### config.mk
export PLATFORM = sky130hd
export DESIGN_NAME = chained_timer
export DESIGN_NICKNAME = d
export VERILOG_FILES = /design/src/rtl/chained_timer.sv
export SDC_FILE = /design/constraint.sdc
export NUM_CORES = 1
export LEC_CHECK = 0
export ABC_CLOCK_PERIOD_IN_PS = 5600
export BUFFER_PORTS_ARGS = -buffer_cell sky130_fd_sc_hd__buf_2
export CAP_MARGIN = 30
export CORE_UTILIZATION = 24
export CTS_BUF_LIST = sky130_fd_sc_hd__clkbuf_8
export DETAILED_ROUTE_END_ITERATION = 16
export PLACE_DENSITY_LB_ADDON = 0.3
export SLEW_MARGIN = 20
export SYNTH_ARGS = -nofsm -noshare
export SYNTH_HDL_FRONTEND = slang
export SYNTH_SLANG_ARGS = --single-unit
### constraint.sdc
create_clock -name clk -period 5.6 [get_ports clk]
set_clock_uncertainty 0.05 [all_clocks]
set_input_delay 0.56 -clock clk [delete_from_list [all_inputs] [get_ports clk]]
set_output_delay 0.56 -clock clk [all_outputs]
set_load 0.005 [all_outputs]
### src/rtl/chained_timer.sv
module chained_timer #(
  parameter int DW = 32,
  parameter int CW = 32,
  parameter int AW = 4
) (
  input  logic          clk,
  input  logic          rst_n,
  input  logic          wr_en,
  input  logic          rd_en,
  input  logic [AW-1:0] addr,
  input  logic [DW-1:0] wdata,
  output logic [DW-1:0] rdata,
  output logic          irq
);
  localparam int NCMP = 3;
  localparam logic [AW-1:0] A_PCTL = AW'(0);
  localparam logic [AW-1:0] A_RC   = AW'(1);
  localparam logic [AW-1:0] A_PCNT = AW'(2);
  localparam logic [AW-1:0] A_MCTL = AW'(3);
  localparam logic [AW-1:0] A_CMP  = AW'(4);
  localparam logic [AW-1:0] A_MCNT = AW'(7);
  localparam logic [AW-1:0] A_STAT = AW'(8);
  localparam logic [AW-1:0] A_MSET = AW'(9);
  localparam logic [AW-1:0] A_MCLR = AW'(10);
  localparam logic [AW-1:0] A_MASK = AW'(11);

  logic [CW-1:0]   pcnt, rc, mcnt;
  logic [CW-1:0]   cmp [NCMP];
  logic [NCMP-1:0] flags, mask, hit;
  logic            prun, mrun, ph, tog, tog_d;

  wire wr_pctl = wr_en && (addr == A_PCTL);
  wire wr_mctl = wr_en && (addr == A_MCTL);
  wire ptrig   = wr_pctl && wdata[2];
  wire mtrig   = wr_mctl && wdata[2];
  wire stat_rd = rd_en && (addr == A_STAT);
  wire ptick   = prun && ph;
  wire rise    = tog && !tog_d;
  wire mstep   = mrun && rise && !mtrig;
  wire [CW-1:0] mnext = mcnt + 1'b1;

  always_ff @(posedge clk) begin
    if (!rst_n) begin
      pcnt <= '0; ph <= 1'b0; tog <= 1'b0; tog_d <= 1'b0; prun <= 1'b0; rc <= '0;
    end else begin
      tog_d <= tog;
      if (ptrig) begin
        pcnt <= '0; ph <= 1'b0; tog <= 1'b0;
      end else begin
        ph <= ~ph;
        if (ptick) begin
          if (pcnt == rc) begin
            pcnt <= '0;
            tog  <= ~tog;
          end else begin
            pcnt <= pcnt + 1'b1;
          end
        end
      end
      if (wr_pctl) begin
        if (wdata[1])                prun <= 1'b0;
        else if (wdata[0] | wdata[2]) prun <= 1'b1;
      end
      if (wr_en && addr == A_RC) rc <= wdata[CW-1:0];
    end
  end

  always_ff @(posedge clk) begin
    if (!rst_n) begin
      mcnt <= '0; mrun <= 1'b0;
    end else begin
      if (mtrig)      mcnt <= '0;
      else if (mstep) mcnt <= mnext;
      if (wr_mctl) begin
        if (wdata[1])                mrun <= 1'b0;
        else if (wdata[0] | wdata[2]) mrun <= 1'b1;
      end
    end
  end

  for (genvar i = 0; i < NCMP; i++) begin : g_cmp
    always_ff @(posedge clk) begin
      if (!rst_n) cmp[i] <= '0;
      else if (wr_en && addr == A_CMP + AW'(i)) cmp[i] <= wdata[CW-1:0];
    end
    assign hit[i] = mstep && (mnext == cmp[i]);
  end

  always_ff @(posedge clk) begin
    if (!rst_n) begin
      flags <= '0; mask <= '0;
    end else begin
      flags <= (stat_rd ? '0 : flags) | hit;
      if (wr_en && addr == A_MSET)      mask <= mask | wdata[NCMP-1:0];
      else if (wr_en && addr == A_MCLR) mask <= mask & ~wdata[NCMP-1:0];
    end
  end

  assign irq = |(flags & mask);

  always_comb begin
    rdata = '0;
    case (addr)
      A_RC:   rdata = DW'(rc);
      A_PCNT: rdata = DW'(pcnt);
      A_MCNT: rdata = DW'(mcnt);
      A_STAT: rdata = DW'(flags);
      A_MASK: rdata = DW'(mask);
      default: begin
        for (int i = 0; i < NCMP; i++)
          if (addr == A_CMP + AW'(i)) rdata = DW'(cmp[i]);
      end
    endcase
  end


  main_step_chk: assert property (@(posedge clk) disable iff (!rst_n)
    (mcnt != $past(mcnt)) && !$past(mtrig) |-> (mcnt == $past(mcnt) + 1'b1) && $past(tog) && !$past(tog_d));

  rc_zero_chk: assert property (@(posedge clk) disable iff (!rst_n)
    ($past(rc) == '0) && ($past(pcnt) == '0) |-> pcnt == '0);

  tog_tick_chk: assert property (@(posedge clk) disable iff (!rst_n)
    (tog != $past(tog)) |-> $past(ptick) || $past(ptrig));

  flag_hold_chk: assert property (@(posedge clk) disable iff (!rst_n)
    !$past(stat_rd) |-> ((flags & $past(flags)) == $past(flags)));

  stop_wins_chk: assert property (@(posedge clk) disable iff (!rst_n)
    $past(wr_mctl && wdata[1]) |-> !mrun);

  stopped_chk: assert property (@(posedge clk) disable iff (!rst_n)
    !$past(mrun) && !$past(mtrig) |-> $stable(mcnt));
endmodule

## After elaboration in Yosys (flattened, before gate mapping)

Memory sizes are Yosys's and may differ from the RTL's.
Cells that the tools add are included.

- Register bits after elaboration: 107
- RAM bits: 96
- Output and inout bits: 33
- Memories kept: 1

Memories:

| name | words | width | rd ports | clocked after Yosys merged registers in | write ports | RTL line | text |
|---|---|---|---|---|---|---|---|
| cmp | 3 | 32 | 3 | 0 | 3 | 28 | `logic [CW-1:0] cmp [NCMP];` |

- $add $sub $neg: 2
- Eq/ne operators: 15
- Multiplexer cells: 23
- Bitwise operators: 12
- Reductions and logical operators: 29

Operator list:

| operator | number |
|---|---|
| $mux 32 | 7 |
| $pmux 32 s5 | 1 |
| $eq 32x32->1 | 4 |
| $add 32x1->32 const B | 2 |
| $logic_and 1x1->1 | 18 |
| $eq 4x3->1 const B | 4 |
| $eq 4x4->1 const B | 4 |
| $mux 1 | 12 |
| $mux 3 | 3 |
| $eq 4x2->1 const B | 2 |
| $and 3x3->3 | 2 |
| $or 3x3->3 | 2 |
| $reduce_and 2->1 | 3 |
| $eq 4x1->1 const B | 1 |
| $logic_not 4->1 | 1 |
| $or 1x1->1 | 4 |
| $reduce_bool 2->1 | 2 |
| $reduce_or 2->1 | 2 |
| $not 1->1 | 3 |
| $not 3->3 | 1 |
| $reduce_or 3->1 | 1 |
| $logic_not 1->1 | 2 |

## Logic depth before layout (Yosys ltp)

- Word-level depth: 7
- Mapped depth: 11

## Worst setup path before layout

Ideal clock, no wire load.

- Path kind: input-to-reg
- From: in addr[3]
- To: mem cmp[0][0], enable pin
- Library setup time: 0.389 ns
- Arrival time: 2.363 ns
- Data required time: 5.161 ns
- Path slack: 2.797 ns
- Cell stages on the path: 6
- Path buffers: 2
- Cell sequence: nand2b_1 -> clkbuf_1 -> nor3_1 -> clkbuf_1 -> nand2_1 -> nand2_1

RTL lines:

| what | RTL line | text |
|---|---|---|
| from (decl) | 10 | `input logic [AW-1:0] addr,` |
| to (decl) | 28 |  |

## Final worst setup path

- From: reg mcnt[0]
- To: reg flags[0]

- Word-level cells in the longest chain between the ends: 4

Ends and longest elaborated chain:

| what | RTL line | text |
|---|---|---|
| from (decl) | 27 | `logic [CW-1:0] pcnt, rc, mcnt;` |
| from (signal assigned) | 73 | `else if (mstep) mcnt <= mnext;` |
| $add 32x1->32 | 40 | `wire [CW-1:0] mnext = mcnt + 1'b1;` |
| $eq 32x32->1 | 86 | `assign hit[i] = mstep && (mnext == cmp[i]);` |
| $logic_and 1x1->1 | 86 |  |
| $or 3x3->3 | 93 | `flags <= (stat_rd ? '0 : flags) \| hit;` |
| to (signal assigned) | 93 |  |
| to (decl) | 29 | `logic [NCMP-1:0] flags, mask, hit;` |

Every way passes these cells.
A chain may end at the register's enable or synchronous reset.

==> out/qor.txt <==
=================================================================================================================
Worst-case clock buffer depth                                                                                   3
Post-cts hold buffer count                                                                                      0
Hold Path Cell Cnt                                                                                              3
Setup repair after global routing missed its margin                                                         false
Post-synthesis async set-or-reset flop share                                                                   0%
Mean post-synth cell area                                                                                8.84 µm²
Number of clock sinks                                                                                         203
Cell type group with the largest total delay on the critical path                                    simple AND/OR/NAND/NOR gates
CP Launch Type                                                                                          flip-flop
Worst Hold Class                                                                                           in2reg
Peak VDD IR                                                                                              0.105 mV
CP max stage cell                                                                                    sky130_fd_sc_hd__dfxtp_1
CP required                                                                                               6.03 ns
First DRT Iteration DRCs                                                                                    1,153
Most frequent standard cell in the layout excluding fill and tap cells                               sky130_fd_sc_hd__nand2_1
Final routed wirelength across all metal layers                                                         46,000 µm
Number of global-route vias before repair                                                                  10,359
Startpoint of the worst hold path                                                                       wdata[14]
Highest Clock Rate                                                                                        251 MHz
Simple-gate share of the synthesized area                                                                   24.9%
CP dominant cell by count                                                                            sky130_fd_sc_hd__nand4_1
Global-route wire length before repair                                                                  67,700 µm
Minimum clock period after layout                                                                         3.98 ns
Main synth FF type                                                                                   sky130_fd_sc_hd__dfxtp_1
GRT Overall Usage                                                                                           17.2%
Cell count after synthesis                                                                                  1,390
Aggregate global routing overflow                                                                               0
Worst Setup Slack post-DPL                                                                                1.76 ns
Number of flip-flops and latches in the synthesized netlist                                                   203
Hold endpoint                                                                                              rc[14]
Warnings from Yosys                                                                                             0
Chip width                                                                                                 228 µm
Slack of the worst reg-to-reg path                                                                        1.62 ns
Reg-to-Reg End                                                                                           flags[0]
Post-Route Utilization                                                                                      27.8%
Setup CP Type                                                                                             reg2reg
Source-to-sink clock delay at the later pin of the worst-skew pair                                        0.56 ns
Net Count, Synth                                                                                            1,432
Gates resized, CTS repair                                                                                       0
Post-synthesis cell area                                                                               12,300 µm²
Largest family of logic cells by synthesized area                                                    simple AND/OR/NAND/NOR gates
Library cells used by synthesis                                                                                70
Area of the placeable core                                                                             50,400 µm²
Pleak                                                                                                  0.00494 µW
Part of the cycle the worst path needs                                                                      71.0%
Clock tree from TritonCTS                                                                                     yes
Post-layout net count                                                                                       1,463
Total Negative Setup Slacks                                                                                  0 ns
Max-capacitance violation count                                                                                 0
Arithmetic-cell share of the synthesized area counting full adders, half adders and majority gates         0.204%
PnR Total Power                                                                                           3350 µW
Routability congestion estimate                                                                             0.947
Result of the run                                                                                    finished, final reports clean
Measured slew at the worst slew-check pin                                                                0.978 ns
Buffers inserted by post-CTS timing repair                                                                      0
Max stage delay on crit path                                                                              0.63 ns
Largest driver fanout on the critical path                                                                     11
Die extent in y                                                                                            228 µm
Wire length per cell after detailed routing                                                               21.7 µm
CP Cell Sequence                                                                                     ha_1 > and3_1 > nand4_1 > nor2_1 > xnor2_1 > o21ai_0 > a2111oi_0 > nand4_1 > o31ai_1
Number of vias per cell after detailed routing                                                               5.13
Overall die area                                                                                       52,100 µm²
Multi-input logic area                                                                                   6810 µm²
Count of flip-flops with a built-in enable after synthesis                                                     96
WP data arrival                                                                                           4.40 ns
Number of buffers inserted by port buffering                                                                   72
Initial Util                                                                                                24.4%
Drc violations                                                                                                  0
Slew Limit Headroom                                                                                         34.8%
Largest net degree at the start of global routing                                                              38
Layout-stage area growth over the synthesis result                                                          13.9%
Setup crit end kind                                                                                     flip-flop
Placement Rows                                                                                                 82
Final number of hold-violating endpoints                                                                        0
First-pass detailed-route iteration total                                                                       7
Multiplexer share of the synthesized area                                                                   1.55%
Worst setup slack after layout                                                                            1.62 ns
Share of layout cells above drive strength 1                                                                12.4%
Max Transition Viols Final                                                                                      0
Count of pins on the block boundary                                                                            73
Area taken by flip-flops and latches                                                                     5020 µm²
Via total after detailed routing                                                                           10,895
Critical R2R Launch                                                                                       mcnt[0]
Number of clock buffers inserted by TritonCTS                                                                  37
Power per unit of standard cell area                                                                   240 nW/µm²
Most frequent cells in the layout                                                                    sky130_fd_sc_hd__nand2_1 (149), sky130_fd_sc_hd__nor2_1 (128), sky130_fd_sc_hd__dfxtp_1 (107)
Compound-Gate Fraction of Synth Area                                                                        15.3%
Total number of H-tree levels                                                                                   2
Remaining number of nets flagged by the antenna check after routing                                             0
CTS clock-pin slew for the worst setup and hold paths                                                     0.06 ns
Post-synthesis xor/xnor area fraction                                                                       13.2%
Total of endpoints with negative setup slack in the final report                                                0
Cell at the root of the clock tree                                                                   sky130_fd_sc_hd__clkbuf_8
Placed wire-length estimate                                                                             35,200 µm
Critical path buffers and inverters                                                                             0
Sequential fraction of the synthesis area                                                                   40.9%
Initial antenna violation count                                                                                 1
Fill count                                                                                                  5,340
Depth of the worst register-to-register path                                                                    9
=================================================================================================================
-- metal layers --
layer	up-vias	wire [µm]	part of all wire, %	GRT usage, %
met5	-	0	0	0
met4	0	1930	4.2	7.68
met3	91	3110	6.7	2.82
met2	462	20500	45	27.0
met1	5301	20500	45	23.3
li1	5041	-	-	-
-- flip-flops by register name, indices dropped and copies added (netlist names), named ones only --
name,cells
tog,1
rc,32
ph,1
mrun,1
cmp,96
tog_d,1
pcnt,32
flags,3
mcnt,32
prun,1
-- metrics by stage --
stage | instances | hold slack (ns) | instance area [µm²]
4_1_cts | 2120 | 0.201 | 14000
5_1_grt | 2122 | 0.212 | 14000
6_report | 2122 | 0.234 | 14000
2_1_floorplan | 1390 | 0.371 | 12300
3_5_place_dp | 2053 | 0.410 | 13200
3_3_place_gp | 2050 | 0.394 | 13200
-- layout make-up --
class	count	area share (%)
antenna	1	0.0179
clock buffer	41	4.03
clock inverter	26	1.23
inverter	9	0.241
multi-input combinational	1075	48.6
sequential	203	35.9
tap	672	6.01
timing repair buffer	95	3.94
-- synthesized netlist by cell type (44+ instances only) --
cell | count | area (µm²)
sky130_fd_sc_hd__nand2_1 | 149 | 559
sky130_fd_sc_hd__nor2_1 | 130 | 488
sky130_fd_sc_hd__dfxtp_1 | 107 | 2140
sky130_fd_sc_hd__and2_1 | 105 | 657
sky130_fd_sc_hd__xor2_1 | 100 | 876
sky130_fd_sc_hd__edfxtp_1 | 96 | 2880
sky130_fd_sc_hd__a21oi_1 | 90 | 450
sky130_fd_sc_hd__xnor2_1 | 84 | 736
sky130_fd_sc_hd__clkbuf_1 | 73 | 274
sky130_fd_sc_hd__o21ai_0 | 47 | 235
sky130_fd_sc_hd__nand3_1 | 45 | 225
sky130_fd_sc_hd__a22oi_1 | 44 | 330
-- worst max-delay path by stage --
stage                     startpoint  depth (start not counted)  slack, ns   endpoint
after floorplan              addr[3]                          6       2.80  cmp[0][0]
after global placement       mcnt[0]                          9       1.79   flags[2]
after detailed placement     mcnt[0]                          8       1.76   flags[0]
after CTS                    mcnt[0]                          9       1.74   flags[0]
after global routing         mcnt[0]                          9       1.40   flags[0]
final                        mcnt[0]                          9       1.62   flags[0]
-- worst reg2reg max path: cells and delay by family, from the launching register on --
family	cells	cell delay, ns
simple gates	4	1.80
fa+ha+maj	1	0.34
flops	1	0.63
compound gates	3	0.93
xor+xnor	1	0.17
-- cells by family after synthesis --
group | Yosys count
DFF | 203
muxes | 19
adders and majority gates | 2
AOI/OAI and AO/OA | 285
xor gates and xnor gates | 185
and+or+nand+nor | 584
buffers and inverters | 112
-- power breakdown --
group          leakage, µW  switching [µW]  total, µW  internal [µW]
logic              0.00275             164        255           90.3
clock network     0.000403             662       1430            770
registers          0.00178            63.5       1670           1600
total              0.00494             890       3350           2460
Note: power is estimated with default switching activity, not from simulation.
